File: src/rtl/eprom_seq_pkg.sv
package eprom_seq_pkg;

    typedef enum logic [1:0] {
        VS_IDLE  = 2'b00,
        VS_PROG  = 2'b01,
        VS_VLOW  = 2'b10,
        VS_VHIGH = 2'b11
    } vsel_e;

    typedef enum logic [2:0] {
        ST_IDLE,
        ST_SETTLE,
        ST_PULSE,
        ST_READ,
        ST_STEP
    } state_e;

    typedef enum logic [1:0] {
        PH_PROG,
        PH_REPAIR,
        PH_VLOW,
        PH_VHIGH
    } phase_e;

    localparam logic [1:0] FAIL_REPAIR = 2'd0;
    localparam logic [1:0] FAIL_VLOW   = 2'd1;
    localparam logic [1:0] FAIL_VHIGH  = 2'd2;

endpackage

File: src/rtl/eprom_seq_timer.sv
module eprom_seq_timer #(
    parameter int W = 8
) (
    input  logic         clk,
    input  logic         rst_n,
    input  logic         load_i,
    input  logic [W-1:0] len_i,
    output logic         expired_o
);
    logic [W-1:0] cnt_d, cnt_q;

    always_comb begin
        cnt_d = cnt_q;
        if (load_i) begin
            cnt_d = len_i - W'(1);
        end else if (cnt_q != '0) begin
            cnt_d = cnt_q - W'(1);
        end
    end

    always_ff @(posedge clk or negedge rst_n) begin
        if (!rst_n) cnt_q <= '0;
        else        cnt_q <= cnt_d;
    end

    assign expired_o = (cnt_q == '0);
endmodule

File: src/rtl/eprom_repair_track.sv
module eprom_repair_track #(
    parameter int TRY_W      = 4,
    parameter int CNT_W      = 16,
    parameter int MAX_REPAIR = 10
) (
    input  logic             clk,
    input  logic             rst_n,
    input  logic             clr_all_i,
    input  logic             clr_loc_i,
    input  logic             bump_i,
    output logic             at_limit_o,
    output logic [CNT_W-1:0] total_o
);
    typedef struct packed {
        logic [TRY_W-1:0] tries;
        logic [CNT_W-1:0] total;
    } trk_t;

    trk_t d, q;

    always_comb begin
        d = q;
        if (clr_all_i) begin
            d.tries = '0;
            d.total = '0;
        end else if (clr_loc_i) begin
            d.tries = '0;
        end else if (bump_i) begin
            d.tries = q.tries + TRY_W'(1);
            d.total = q.total + CNT_W'(1);
        end
    end

    always_ff @(posedge clk or negedge rst_n) begin
        if (!rst_n) q <= '0;
        else        q <= d;
    end

    assign at_limit_o = (q.tries == TRY_W'(MAX_REPAIR));
    assign total_o    = q.total;
endmodule

File: src/rtl/eprom_burn_seq.sv
module eprom_burn_seq
    import eprom_seq_pkg::*;
#(
    parameter int ADDR_W     = 4,
    parameter int DATA_W     = 8,
    parameter int CLK_HZ     = 1000000,
    parameter int PULSE_US   = 100,
    parameter int SETTLE_CYC = 6,
    parameter int ACCESS_CYC = 3,
    parameter int MAX_REPAIR = 10,
    parameter int CNT_W      = 16
) (
    input  logic              clk,
    input  logic              rst_n,
    input  logic              start_i,
    output logic [ADDR_W-1:0] addr_o,
    input  logic [DATA_W-1:0] src_data_i,
    output logic [DATA_W-1:0] wdata_o,
    input  logic [DATA_W-1:0] rdata_i,
    output logic              pgm_o,
    output logic [1:0]        vsel_o,
    output logic              busy_o,
    output logic              done_o,
    output logic              pass_o,
    output logic [ADDR_W-1:0] fail_addr_o,
    output logic [1:0]        fail_phase_o,
    output logic [CNT_W-1:0]  repair_cnt_o
);
    localparam int PULSE_CYC = (CLK_HZ / 1000000) * PULSE_US;
    localparam int TMR_W     = $clog2(PULSE_CYC + SETTLE_CYC + ACCESS_CYC + 2);
    localparam int TRY_W     = $clog2(MAX_REPAIR + 1) + 1;
    localparam logic [ADDR_W-1:0] LAST_ADDR = {ADDR_W{1'b1}};
    localparam logic [TMR_W-1:0]  T_PULSE   = TMR_W'(PULSE_CYC);
    localparam logic [TMR_W-1:0]  T_SETTLE  = TMR_W'(SETTLE_CYC);
    localparam logic [TMR_W-1:0]  T_ACCESS  = TMR_W'(ACCESS_CYC);

    typedef struct packed {
        state_e            st;
        phase_e            ph;
        logic [ADDR_W-1:0] addr;
        vsel_e             vs;
        logic              done;
        logic              pass;
        logic [ADDR_W-1:0] faddr;
        logic [1:0]        fph;
    } seq_t;

    seq_t d, q;

    logic             t_load;
    logic [TMR_W-1:0] t_len;
    logic             t_exp;
    logic             clr_all, clr_loc, bump, at_limit;
    logic             match;

    eprom_seq_timer #(.W(TMR_W)) tmr_i (
        .clk      (clk),
        .rst_n    (rst_n),
        .load_i   (t_load),
        .len_i    (t_len),
        .expired_o(t_exp)
    );

    eprom_repair_track #(
        .TRY_W     (TRY_W),
        .CNT_W     (CNT_W),
        .MAX_REPAIR(MAX_REPAIR)
    ) trk_i (
        .clk       (clk),
        .rst_n     (rst_n),
        .clr_all_i (clr_all),
        .clr_loc_i (clr_loc),
        .bump_i    (bump),
        .at_limit_o(at_limit),
        .total_o   (repair_cnt_o)
    );

    assign match = (rdata_i == src_data_i);

    always_comb begin
        d       = q;
        t_load  = 1'b0;
        t_len   = '0;
        clr_all = 1'b0;
        clr_loc = 1'b0;
        bump    = 1'b0;
        case (q.st)
            ST_IDLE: begin
                if (start_i) begin
                    d.st    = ST_SETTLE;
                    d.ph    = PH_PROG;
                    d.addr  = '0;
                    d.vs    = VS_PROG;
                    d.done  = 1'b0;
                    d.pass  = 1'b0;
                    d.faddr = '0;
                    d.fph   = '0;
                    t_load  = 1'b1;
                    t_len   = T_SETTLE;
                    clr_all = 1'b1;
                end
            end
            ST_SETTLE: begin
                if (t_exp) begin
                    t_load = 1'b1;
                    if (q.ph == PH_PROG) begin
                        d.st  = ST_PULSE;
                        t_len = T_PULSE;
                    end else begin
                        d.st  = ST_READ;
                        t_len = T_ACCESS;
                    end
                end
            end
            ST_PULSE: begin
                if (t_exp) begin
                    if (q.ph == PH_PROG) begin
                        d.st = ST_STEP;
                    end else begin
                        d.st   = ST_READ;
                        t_load = 1'b1;
                        t_len  = T_ACCESS;
                    end
                end
            end
            ST_READ: begin
                if (t_exp) begin
                    if (match) begin
                        d.st = ST_STEP;
                    end else if (q.ph == PH_REPAIR && !at_limit) begin
                        d.st   = ST_PULSE;
                        bump   = 1'b1;
                        t_load = 1'b1;
                        t_len  = T_PULSE;
                    end else begin
                        d.st    = ST_IDLE;
                        d.done  = 1'b1;
                        d.pass  = 1'b0;
                        d.vs    = VS_IDLE;
                        d.faddr = q.addr;
                        d.fph   = (q.ph == PH_REPAIR) ? FAIL_REPAIR :
                                  (q.ph == PH_VLOW)   ? FAIL_VLOW : FAIL_VHIGH;
                    end
                end
            end
            ST_STEP: begin
                clr_loc = 1'b1;
                t_load  = 1'b1;
                if (q.addr == LAST_ADDR) begin
                    d.addr = '0;
                    case (q.ph)
                        PH_PROG: begin
                            d.ph  = PH_REPAIR;
                            d.st  = ST_READ;
                            t_len = T_ACCESS;
                        end
                        PH_REPAIR: begin
                            d.ph  = PH_VLOW;
                            d.vs  = VS_VLOW;
                            d.st  = ST_SETTLE;
                            t_len = T_SETTLE;
                        end
                        PH_VLOW: begin
                            d.ph  = PH_VHIGH;
                            d.vs  = VS_VHIGH;
                            d.st  = ST_SETTLE;
                            t_len = T_SETTLE;
                        end
                        default: begin
                            d.st   = ST_IDLE;
                            d.vs   = VS_IDLE;
                            d.done = 1'b1;
                            d.pass = 1'b1;
                            t_load = 1'b0;
                        end
                    endcase
                end else begin
                    d.addr = q.addr + ADDR_W'(1);
                    if (q.ph == PH_PROG) begin
                        d.st  = ST_PULSE;
                        t_len = T_PULSE;
                    end else begin
                        d.st  = ST_READ;
                        t_len = T_ACCESS;
                    end
                end
            end
            default: d.st = ST_IDLE;
        endcase
    end

    always_ff @(posedge clk or negedge rst_n) begin
        if (!rst_n) begin
            q    <= '0;
            q.st <= ST_IDLE;
            q.vs <= VS_IDLE;
        end else begin
            q <= d;
        end
    end

    assign addr_o       = q.addr;
    assign wdata_o      = src_data_i;
    assign pgm_o        = (q.st == ST_PULSE);
    assign vsel_o       = q.vs;
    assign busy_o       = (q.st != ST_IDLE);
    assign done_o       = q.done;
    assign pass_o       = q.pass;
    assign fail_addr_o  = q.faddr;
    assign fail_phase_o = q.fph;
endmodule

File: config.mk
export PLATFORM = sky130hd
export DESIGN_NAME = eprom_burn_seq
export DESIGN_NICKNAME = d
export VERILOG_FILES = /design/src/rtl/eprom_seq_pkg.sv /design/src/rtl/eprom_seq_timer.sv /design/src/rtl/eprom_repair_track.sv /design/src/rtl/eprom_burn_seq.sv
export SDC_FILE = /design/constraint.sdc
export NUM_CORES = 1
export LEC_CHECK = 0
export BUFFER_PORTS_ARGS = -buffer_cell sky130_fd_sc_hd__buf_2
export CORE_MARGIN = 1
export CORE_UTILIZATION = 53
export DETAILED_ROUTE_END_ITERATION = 7
export GPL_TIMING_DRIVEN = 0
export MAX_ROUTING_LAYER = met4
export PLACE_DENSITY = 0.8
export SLEW_MARGIN = 0
export SYNTH_ARGS = -nofsm -noshare
export SYNTH_HDL_FRONTEND = slang
export SYNTH_SLANG_ARGS = --single-unit
File: constraint.sdc
create_clock -name clk -period 3.03 [get_ports clk]
set_input_delay 0.606 -clock clk [delete_from_list [all_inputs] [get_ports clk]]
set_output_delay 0.606 -clock clk [all_outputs]
set_load 0.05 [all_outputs]
==> run metrics, run 1 <==
status complete, no violations; DR DRC count 0; Worst Path Required approximately 3.2 ns; R2R cell count 11; switching share of power 43.0%; Fmax 350 MHz; Cell Area, Synth 3180 um2; EDFF count, synth 0; htree depth 2; clock buffer count from CTS 5; Async SR Flop Fraction 100%; final count of pins violating max slew 0; Worst EP arrival 3.05 ns; Startpoint Class flip-flop; Core Region 5640 um2; max cap viols 0; n_diodes 0; iteration count of the initial detailed-routing pass 4; Max FO, Critical Path 9; internal power 0.00142 W; IO Pins 59; number of cell rows 27; HP Class input port to async pin; CTS Sinks 47; Pwr Total 0.00250 W; final setup TNS 0 ns; Post-CTS Hold Buffers 0; Crit path max-delay family simple AND/OR/NAND/NOR gates; Die H approximately 79 um; clock slew at reported path FFs approximately 0.090 ns; final setup violation count 0; routed vias/inst 5.59; gpl congestion 0.977; layout cells sized above 1 32.8%; CP peak stage delay 0.44 ns; fin crit period 2.86 ns; grt total ovfl 0; crit path kind flip-flop to flip-flop; IO Port Bufs 58; Lkg Pwr 1.72 nW; FF+latch count, synth 47; largest net degree at the start of global routing 48; fin cells 483; Clk Latency, worst-skew pair approximately 0.30 ns; Psw between 0.001 and 0.0015 W; vias 2699; CTS tree done; hold_ws a little under 0.5 ns; Worst setup EP type flip-flop; Worst slew margin 30.8%; post-route ant nets 0; die area between 6000 and 7000 um2; crit path buf inv count 3; sequential share of the synthesized area 37.0%; placed cell count 474; Clk pwr share 18.9%; DIE WIDTH 79.4 um; initial antenna violation count 0; Starting Density 56.3%; Final Skew roughly 0.0063 ns; Root Driver clkbuf_8; Synth Flop Type dfrtp_1; Total GRT Usage 23.1%; combinational cell fraction of total power 45.8%; drt wl/cell 13.9 um; area delta synth->final 16.3%; CP max stage cell dfrtp_1; Flop pwr share about a third; CTS Buffer Depth 2; Distinct cells, synth 56; Cells after Synth 344; post-DP HPWL between 5 and 6 mm; Syn Nets between 300 and 400; final core occ 65.5%; final hold vios 0; maximum VDD drop 596 uV; Mean Syn Cell Area 9.24 um2; critical-path cell list nor4_4, and2_1, buf_6, o2111a_1, buf_4, or2_1, mux2_2, inv_1, ha_1, nand3b_1, a32o_1; wirelength, routed 6.72 mm; vias in the first global route 2457; CP Depth 11; Power Density about 680 nW/um2; first-pass GRT wire length 11.2 mm; Final period util 94.4%; Ys Warns 0; fin nets 440; Least-Margin Pin Slew 1.04 ns; Initial DRC Count 180
## sequential cells by signal, indices dropped and copies added (netlist names)
signal / cells
trk_i.q: 5
trk_i.total_o: 16
vsel_o: 2
fail_phase_o: 2
done_o: 1
tmr_i.cnt_q: 7
fail_addr_o: 4
q: 5
pass_o: 1
addr_o: 4
## area by class of cell
| class | instances | area (um2) |
|---|---|---|
| Tap cell | 72 | 90.1 |
| Clock inverter | 3 | 47.5 |
| Fill cell | 474 | 1950 |
| Buffer | 49 | 354 |
| Inverter | 14 | 52.6 |
| Sequential cell | 47 | 1180 |
| Timing Repair Buffer | 59 | 298 |
| Clock buffer | 5 | 68.8 |
| Multi-Input combinational cell | 234 | 1610 |
## kinds of logic (layout without fill, tap and decap cells)
| logic type | after synthesis | after routing | synth area share, % |
|---|---|---|---|
| AOI/OAI and AO/OA | 76 | 76 | 18.2 |
| xor gates and xnor gates | 24 | 24 | 6.61 |
| adders and majority gates | 11 | 11 | 4.33 |
| buffers and inverters | 63 | 130 | 12.8 |
| DFF | 47 | 47 | 37.0 |
| muxes | 3 | 3 | 1.02 |
| and+or+nand+nor | 120 | 120 | 20.1 |
## layout by cell type, fill, tap and decap left out, types with 3 or more instances in the layout
cell type	instances
buf_2	62
dfrtp_1	45
buf_4	41
nor2_1	30
nand2_1	27
xnor2_1	20
o21ai_0	20
nand3_1	18
inv_1	14
a21oi_1	13
ha_1	11
nand4_1	10
nor3_1	6
o211ai_1	6
a31o_2	5
clkbuf_8	5
and2_1	4
a211oi_1	4
xor2_1	4
nor2b_1	4
clkbuf_1	3
a31oi_1	3
a2111oi_2	3
or3_1	3
a2111oi_1	3
## worst paths after layout
check	startpoint	endpoint	slack, ns
setup / recovery	tmr_i.cnt_q[0]	tmr_i.cnt_q[4]	0.17
hold / removal	rst_n	fail_addr_o[3]	0.48
setup reg to reg	tmr_i.cnt_q[0]	tmr_i.cnt_q[4]	0.17
hold reg to reg	vsel_o[0]	vsel_o[0]	0.50
max in group asynchronous	rst_n	q[15]	1.85
min in group clk	vsel_o[0]	vsel_o[0]	0.50
## Yosys cell counts (all sizes together) (2+ instances only)
library cell / n / area share, %
a21oi: 13 / 2.0
a2111oi: 7 / 3.2
o211ai: 6 / 1.4
ha: 11 / 4.3
or3: 3 / 0.59
nand4: 11 / 2.4
nor3: 7 / 1.1
nor3b: 3 / 1.1
and2: 5 / 1.0
dfrtp: 47 / 37
mux2: 2 / 0.71
a32o: 2 / 0.63
nand2: 27 / 3.2
nand3: 18 / 2.8
nor4: 3 / 1.5
o21ai: 20 / 3.1
clkbuf: 3 / 0.35
a31o: 5 / 1.4
and3: 2 / 0.39
buf: 46 / 11
a22oi: 2 / 0.47
xor2: 4 / 1.1
nand2b: 2 / 0.39
a211oi: 4 / 0.94
nor2: 30 / 3.5
a31oi: 3 / 0.59
xnor2: 20 / 5.5
nor2b: 4 / 0.79
or2: 2 / 0.39
o21a: 2 / 0.47
inv: 14 / 1.7
## repair_timing
item | 4_1_cts | 5_1_grt
buffers inserted | 0 | 1
setup endpoints to repair | 0 | 3
resized for setup | 0 | 4
## metrics by stage
stage	setup WS, ns	cell area, um2
floorplan	0.348	3180
global placement	0.0673	3560
detailed placement	0.0452	3560
CTS	0.0811	3670
global route	-0.0101	3700
finish	0.170	3700
## routing by layer
layer | wire length [um] | share of wire (%) | vias up | global-route usage (%)
li1 | - | - | 1317 | -
met1 | 3130 | 47 | 1305 | 30.9
met2 | 3260 | 49 | 68 | 37.3
met3 | 263 | 3.9 | 9 | 3.43
met4 | 63 | 0.94 | 0 | 5.09
met5 | 0 | 0 | - | -
## power groups by stage
stage / Combinational (W) / Sequential [W] / Clock, W
after floorplan: 0.000905 / 0.000878 / 0
after global placement: 0.00111 / 0.000881 / 0
after detailed placement: 0.00114 / 0.000890 / 0
after CTS: 0.00114 / 0.000878 / 0.000488
after global routing: 0.00124 / 0.000898 / 0.000514
final: 0.00115 / 0.000883 / 0.000472
No activity file was read; power rests on OpenSTA's default activity.
==> run 2, diff against run 1 <==
==> constraint.sdc (replaced) <==
create_clock -name clk -period 3 [get_ports clk]
set_input_delay 0.6 -clock clk [delete_from_list [all_inputs] [get_ports clk]]
set_output_delay 0.6 -clock clk [all_outputs]
set_load 0.05 [all_outputs]
==> run metrics, run 2 (synthesis gave the netlist of run 1 again) <==
fin crit period 2.81 ns (was 2.86 ns); Largest register FFs 16 (unchanged); status complete, no violations (unchanged); layout cells sized above 1 33.3% (was 32.8%); pre-CTS setup slack 0.0212 ns (was 0.0452 ns); CTS tree done (unchanged); first-pass GRT wire length 11.2 mm (unchanged); DIE WIDTH 79.4 um (unchanged); CTS Buffer Depth 2 (unchanged); fin nets 440 (unchanged); final setup TNS 0 ns (unchanged); vias in the first global route 2457 (unchanged); Power Density 683 nW/um2 (was 677 nW/um2); clock slew at reported path FFs 0.09 ns (about the same); final hold vios 0 (unchanged); post-route ant nets 0 (unchanged); HP Class input port to async pin (unchanged); Lkg Pwr 1.72 nW (about the same); DR DRC count 0 (unchanged); largest net degree at the start of global routing 48 (unchanged); clock buffer count from CTS 5 (unchanged); Final period util 93.8% (was 94.4%); Least-Margin Pin Slew 1.04 ns (about the same); final setup violation count 0 (unchanged); Worst setup EP type flip-flop (unchanged); placed cell count 474 (unchanged); IO Pins 59 (unchanged); vias 2685 (was 2699); fin cells 483 (unchanged); Worst EP arrival 3.01 ns (was 3.05 ns); Die H 79.4 um (unchanged); CTS Sinks 47 (unchanged); Final Skew 0.00642 ns (was 0.00632 ns); Worst slew margin 30.8% (about the same); final count of pins violating max slew 0 (unchanged); hold_ws 0.476 ns (was 0.481 ns); Root Driver clkbuf_8 (unchanged); Total GRT Usage 23.1% (unchanged); RSZ-0062 raised after global routing false; initial antenna violation count 0 (unchanged); crit path kind flip-flop to flip-flop (unchanged); Max FO, Critical Path 9 (unchanged); iteration count of the initial detailed-routing pass 4 (unchanged); area delta synth->final 16.5% (was 16.3%); wirelength, routed 6.72 mm (about the same); Starting Density 56.3% (unchanged); critical-path cell list nor4_4, and2_1, buf_6, o2111a_1, buf_4, or2_1, mux2_2, inv_1, ha_2, nand3b_1, a32o_1 (was nor4_4, and2_1, buf_6, o2111a_1, buf_4, or2_1, mux2_2, inv_1, ha_1, nand3b_1, a32o_1); Fmax 355 MHz (was 350 MHz); Core Region 5640 um2 (unchanged); most common cell after layout, fill and taps aside buf_2 (unchanged); grt total ovfl 0 (unchanged); maximum VDD drop 602 uV (was 596 uV); IO Port Bufs 58 (unchanged); htree depth 2 (unchanged); number of cell rows 27 (unchanged); Initial DRC Count 188 (was 180); CP max stage cell dfrtp_1 (unchanged); max cap viols 0 (unchanged); die area 6310 um2 (unchanged); drt wl/cell 13.9 um (about the same); routed vias/inst 5.56 (was 5.59); Clk Latency, worst-skew pair 0.30 ns (about the same); most frequent cells in the layout buf_2, dfrtp_1, buf_4, nor2_1, nand2_1 (unchanged); Worst Path Required 3.19 ns (was 3.22 ns); Startpoint Class flip-flop (unchanged); post-DP HPWL 5.06 mm (unchanged); n_diodes 0 (unchanged); gpl congestion 0.977 (unchanged); CP peak stage delay 0.44 ns (about the same); Final Worst Setup Slack 0.186 ns (was 0.170 ns)
run 2: cell count changes in the layout (fill, tap and decap cells not counted):
cell | previous run | this run
ha_1 | 11 | 9
ha_2 | 0 | 2
run 2: layout make-up:
class                      instances  area [um2]
clock inverter                     3        47.5
timing repair buffer              59         298
fill                             474        1940
buffer                            49         354
clock buffer                       5        68.8
tap                               72        90.1
inverter                          14        52.6
multi-input combinational        234        1610
sequential                        47        1180
run 2: worst max-delay path, delay by kind of cell, from the launching register on:
family / cells / cell delay [ns]
DFF: 1 / 0.44
and+or+nand+nor: 4 / 0.86
adders and majority gates: 1 / 0.23
muxes: 1 / 0.37
AOI/OAI and AO/OA: 2 / 0.44
buffers and inverters: 3 / 0.37
run 2: what timing repair did:
item / in CTS / in global routing
gates resized for setup: 0 / 6
buffers inserted: 0 / 1
hold endpoints to repair: 0 / 0
hold buffers: 0 / 0
setup endpoints to repair: 0 / 3
run 2: path summary, 6_finish.rpt:
kind                            slack, ns  cells after the start      startpoint        endpoint
worst max register to register       0.19                     11  tmr_i.cnt_q[0]  tmr_i.cnt_q[4]
min in group clk                     0.50                      1       vsel_o[0]       vsel_o[0]
max in group asynchronous            1.83                      1           rst_n           q[15]
worst max-delay path                 0.19                     11  tmr_i.cnt_q[0]  tmr_i.cnt_q[4]
worst min-delay path                 0.48                      1           rst_n  fail_addr_o[3]
worst min register to register       0.50                      1       vsel_o[0]       vsel_o[0]
run 2: report_power, final:
| group | switching (W) | total (W) | internal (W) |
|---|---|---|---|
| clock | 0.000224 | 0.000477 | 0.000253 |
| combinational | 0.000727 | 0.00116 | 0.000432 |
| sequential | 0.000135 | 0.000892 | 0.000757 |
| total | 0.00109 | 0.00253 | 0.00144 |
run 2: routing by layer:
layer | track usage [%] | share of wire (%) | up-vias
met3 | 3.43 | 3.7 | 9
met2 | 37.3 | 49 | 66
met1 | 30.9 | 47 | 1294
li1 | - | - | 1316
met4 | 5.09 | 0.94 | 0
met5 | - | 0 | -
run 2: metrics by stage:
step | total power, W | util [%] | cell area, um2
final | 0.00253 | 65.6 | 3700
after floorplan | 0.00180 | - | 3180
after detailed placement | 0.00205 | 63.1 | 3560
after global placement | 0.00201 | 63.1 | 3560
after CTS | 0.00253 | 65.1 | 3670
after global routing | 0.00269 | 65.6 | 3700
==> run 3, diff against run 2 <==
--- a/config.mk
+++ b/config.mk
@@ -6,6 +6,7 @@
 export NUM_CORES = 1
 export LEC_CHECK = 0
 export BUFFER_PORTS_ARGS = -buffer_cell sky130_fd_sc_hd__buf_2
+export CORE_ASPECT_RATIO = 1.25
 export CORE_MARGIN = 1
 export CORE_UTILIZATION = 53
 export DETAILED_ROUTE_END_ITERATION = 7
==> run metrics, run 3 (synthesis gave the netlist of run 1 again) <==
Crit path max-delay family simple AND/OR/NAND/NOR gates (unchanged); Worst Path Required 3.20 ns (was 3.19 ns); HP Class input port to async pin (unchanged); iteration count of the initial detailed-routing pass 8 (was 4); Clk Latency, worst-skew pair 0.30 ns (about the same); routed vias/inst 5.57 (was 5.56); final setup violation count 0 (unchanged); post-DP HPWL 4.92 mm (was 5.06 mm); critical-path cell list buf_2, nor3_1, nand2_1, nand3_1, or2_1, mux2_2, inv_1, ha_2, nand4_1, a311oi_2 (was nor4_4, and2_1, buf_6, o2111a_1, buf_4, or2_1, mux2_2, inv_1, ha_2, nand3b_1, a32o_1); layout cells sized above 1 33.3% (unchanged); clock buffer count from CTS 5 (unchanged); wirelength, routed 6.70 mm (was 6.72 mm); Fmax 355 MHz (about the same); RSZ-0062 raised after global routing false (unchanged); crit path kind flip-flop to flip-flop (unchanged); most frequent cells in the layout buf_2, dfrtp_1, buf_4, nor2_1, nand2_1 (unchanged); Least-Margin Pin Slew 1.04 ns (about the same); final hold vios 0 (unchanged); DIE WIDTH 71.3 um (was 79.4 um); drt wl/cell 14.0 um (was 13.9 um); Top Usage Layer GRT met2 (unchanged); fin crit period 2.82 ns (was 2.81 ns); Final Skew 0.0130 ns (was 0.00642 ns); most common cell after layout, fill and taps aside buf_2 (unchanged); max cap viols 0 (unchanged); clock slew at reported path FFs 0.10 ns (was 0.09 ns); vias 2657 (was 2685); Final period util 94.0% (was 93.8%); gpl congestion 0.871 (was 0.977); n_diodes 0 (unchanged); initial antenna violation count 0 (unchanged); IO Port Bufs 58 (unchanged); failing checks design-rule violations; Worst setup EP type flip-flop (unchanged); Largest register FFs 16 (unchanged); DR DRC count 9 (was 0); CP Depth 10 (was 11); r2r startpoint q[16] (was tmr_i.cnt_q[0]); Root Driver clkbuf_8 (unchanged); final count of pins violating max slew 0 (unchanged); Power Density 690 nW/um2 (was 683 nW/um2); GR Layer Usage met1 27.9% (was 30.9%); CTS tree done (unchanged); status finished with violations (was complete, no violations); first-pass GRT wire length 11.2 mm (about the same); Total GRT Usage 23.0% (was 23.1%); CP max stage cell mux2_2 (was dfrtp_1); Initial DRC Count 106 (was 188); final setup TNS 0 ns (unchanged); M2 GR Usage 39.2% (was 37.3%); fin nets 440 (unchanged); Lkg Pwr 1.72 nW (about the same); number of cell rows 31 (was 27); Worst EP arrival 3.02 ns (was 3.01 ns); R2R cell count 10 (was 11); Worst slew margin 30.6% (was 30.8%); area delta synth->final 16.3% (was 16.5%); Max FO, Critical Path 10 (was 9); htree depth 2 (unchanged); CTS Buffer Depth 2 (unchanged); crit path buf inv count 2 (was 3); vias in the first global route 2462 (was 2457); IO Pins 59 (unchanged); CP peak stage delay 0.38 ns (was 0.44 ns); M3 GR Usage 3.53% (was 3.43%); Post-CTS Hold Buffers 0 (unchanged); Core Region 5780 um2 (was 5640 um2); CTS Sinks 47 (unchanged); largest net degree at the start of global routing 48 (unchanged); Starting Density 55.0% (was 56.3%); Startpoint Class flip-flop (unchanged); maximum VDD drop 423 uV (was 602 uV); Die H 88.6 um (was 79.4 um); crit path from q[16] (was tmr_i.cnt_q[0]); grt total ovfl 0 (unchanged); final core occ 64.0% (was 65.6%); post-route ant nets 0 (unchanged); die area 6310 um2 (about the same)
==> run 3: worst reg2reg max path, stage by stage, from the launching register on <==
cell and delay, ns:
dfrtp_1 0.36, buf_2 0.19, nor3_1 0.37, nand2_1 0.31, nand3_1 0.24, or2_1 0.19, mux2_2 0.38, inv_1 0.06
ha_2 0.23, nand4_1 0.12, a311oi_2 0.27
==> run 3: worst paths after layout <==
| path | endpoint | slack, ns |
|---|---|---|
| worst max-delay path | tmr_i.cnt_q[6] | 0.18 |
| worst min-delay path | trk_i.q[16] | 0.47 |
| worst max register to register | tmr_i.cnt_q[6] | 0.18 |
| worst min register to register | pass_o | 0.51 |
| max in group asynchronous | tmr_i.cnt_q[0] | 1.80 |
| min in group clk | pass_o | 0.51 |
==> run 3: final cells by class <==
class / count / area [um2]
fill: 472 / 2080
buffer: 49 / 354
clock inverter: 3 / 46.3
timing repair buffer: 59 / 298
multi-input combinational: 234 / 1620
clock buffer: 5 / 68.8
inverter: 14 / 52.6
sequential: 47 / 1180
tap: 66 / 82.6
==> run 3: repair_timing <==
action | CTS | global route
pin swaps | 0 | 1
gates resized for setup | 1 | 5
setup endpoints to repair | 1 | 3
setup buffers | 0 | 1
==> run 3: power by group <==
group          internal, W  switching, W
clock network     0.000251      0.000231
logic             0.000439      0.000732
registers         0.000759      0.000139
==> run 3: per-layer routing <==
| layer | up-vias | share of wire [%] |
|---|---|---|
| met3 | 11 | 3.7 |
| met4 | 0 | 1.4 |
| li1 | 1320 | - |
| met2 | 76 | 50 |
| met5 | - | 0 |
| met1 | 1250 | 45 |
==> run 3: per-stage QoR <==
stage	hold WS, ns	setup slack, ns	area (um2)	cells	total power, W
6_report	0.470	0.180	3700	477	0.00255
5_1_grt	0.545	0.00785	3700	477	0.00271
4_1_cts	0.512	0.00977	3670	476	0.00254
3_5_place_dp	0.487	-0.0761	3550	468	0.00205
3_3_place_gp	0.489	0.0194	3550	468	0.00201
2_1_floorplan	0.304	0.324	3180	344	0.00180
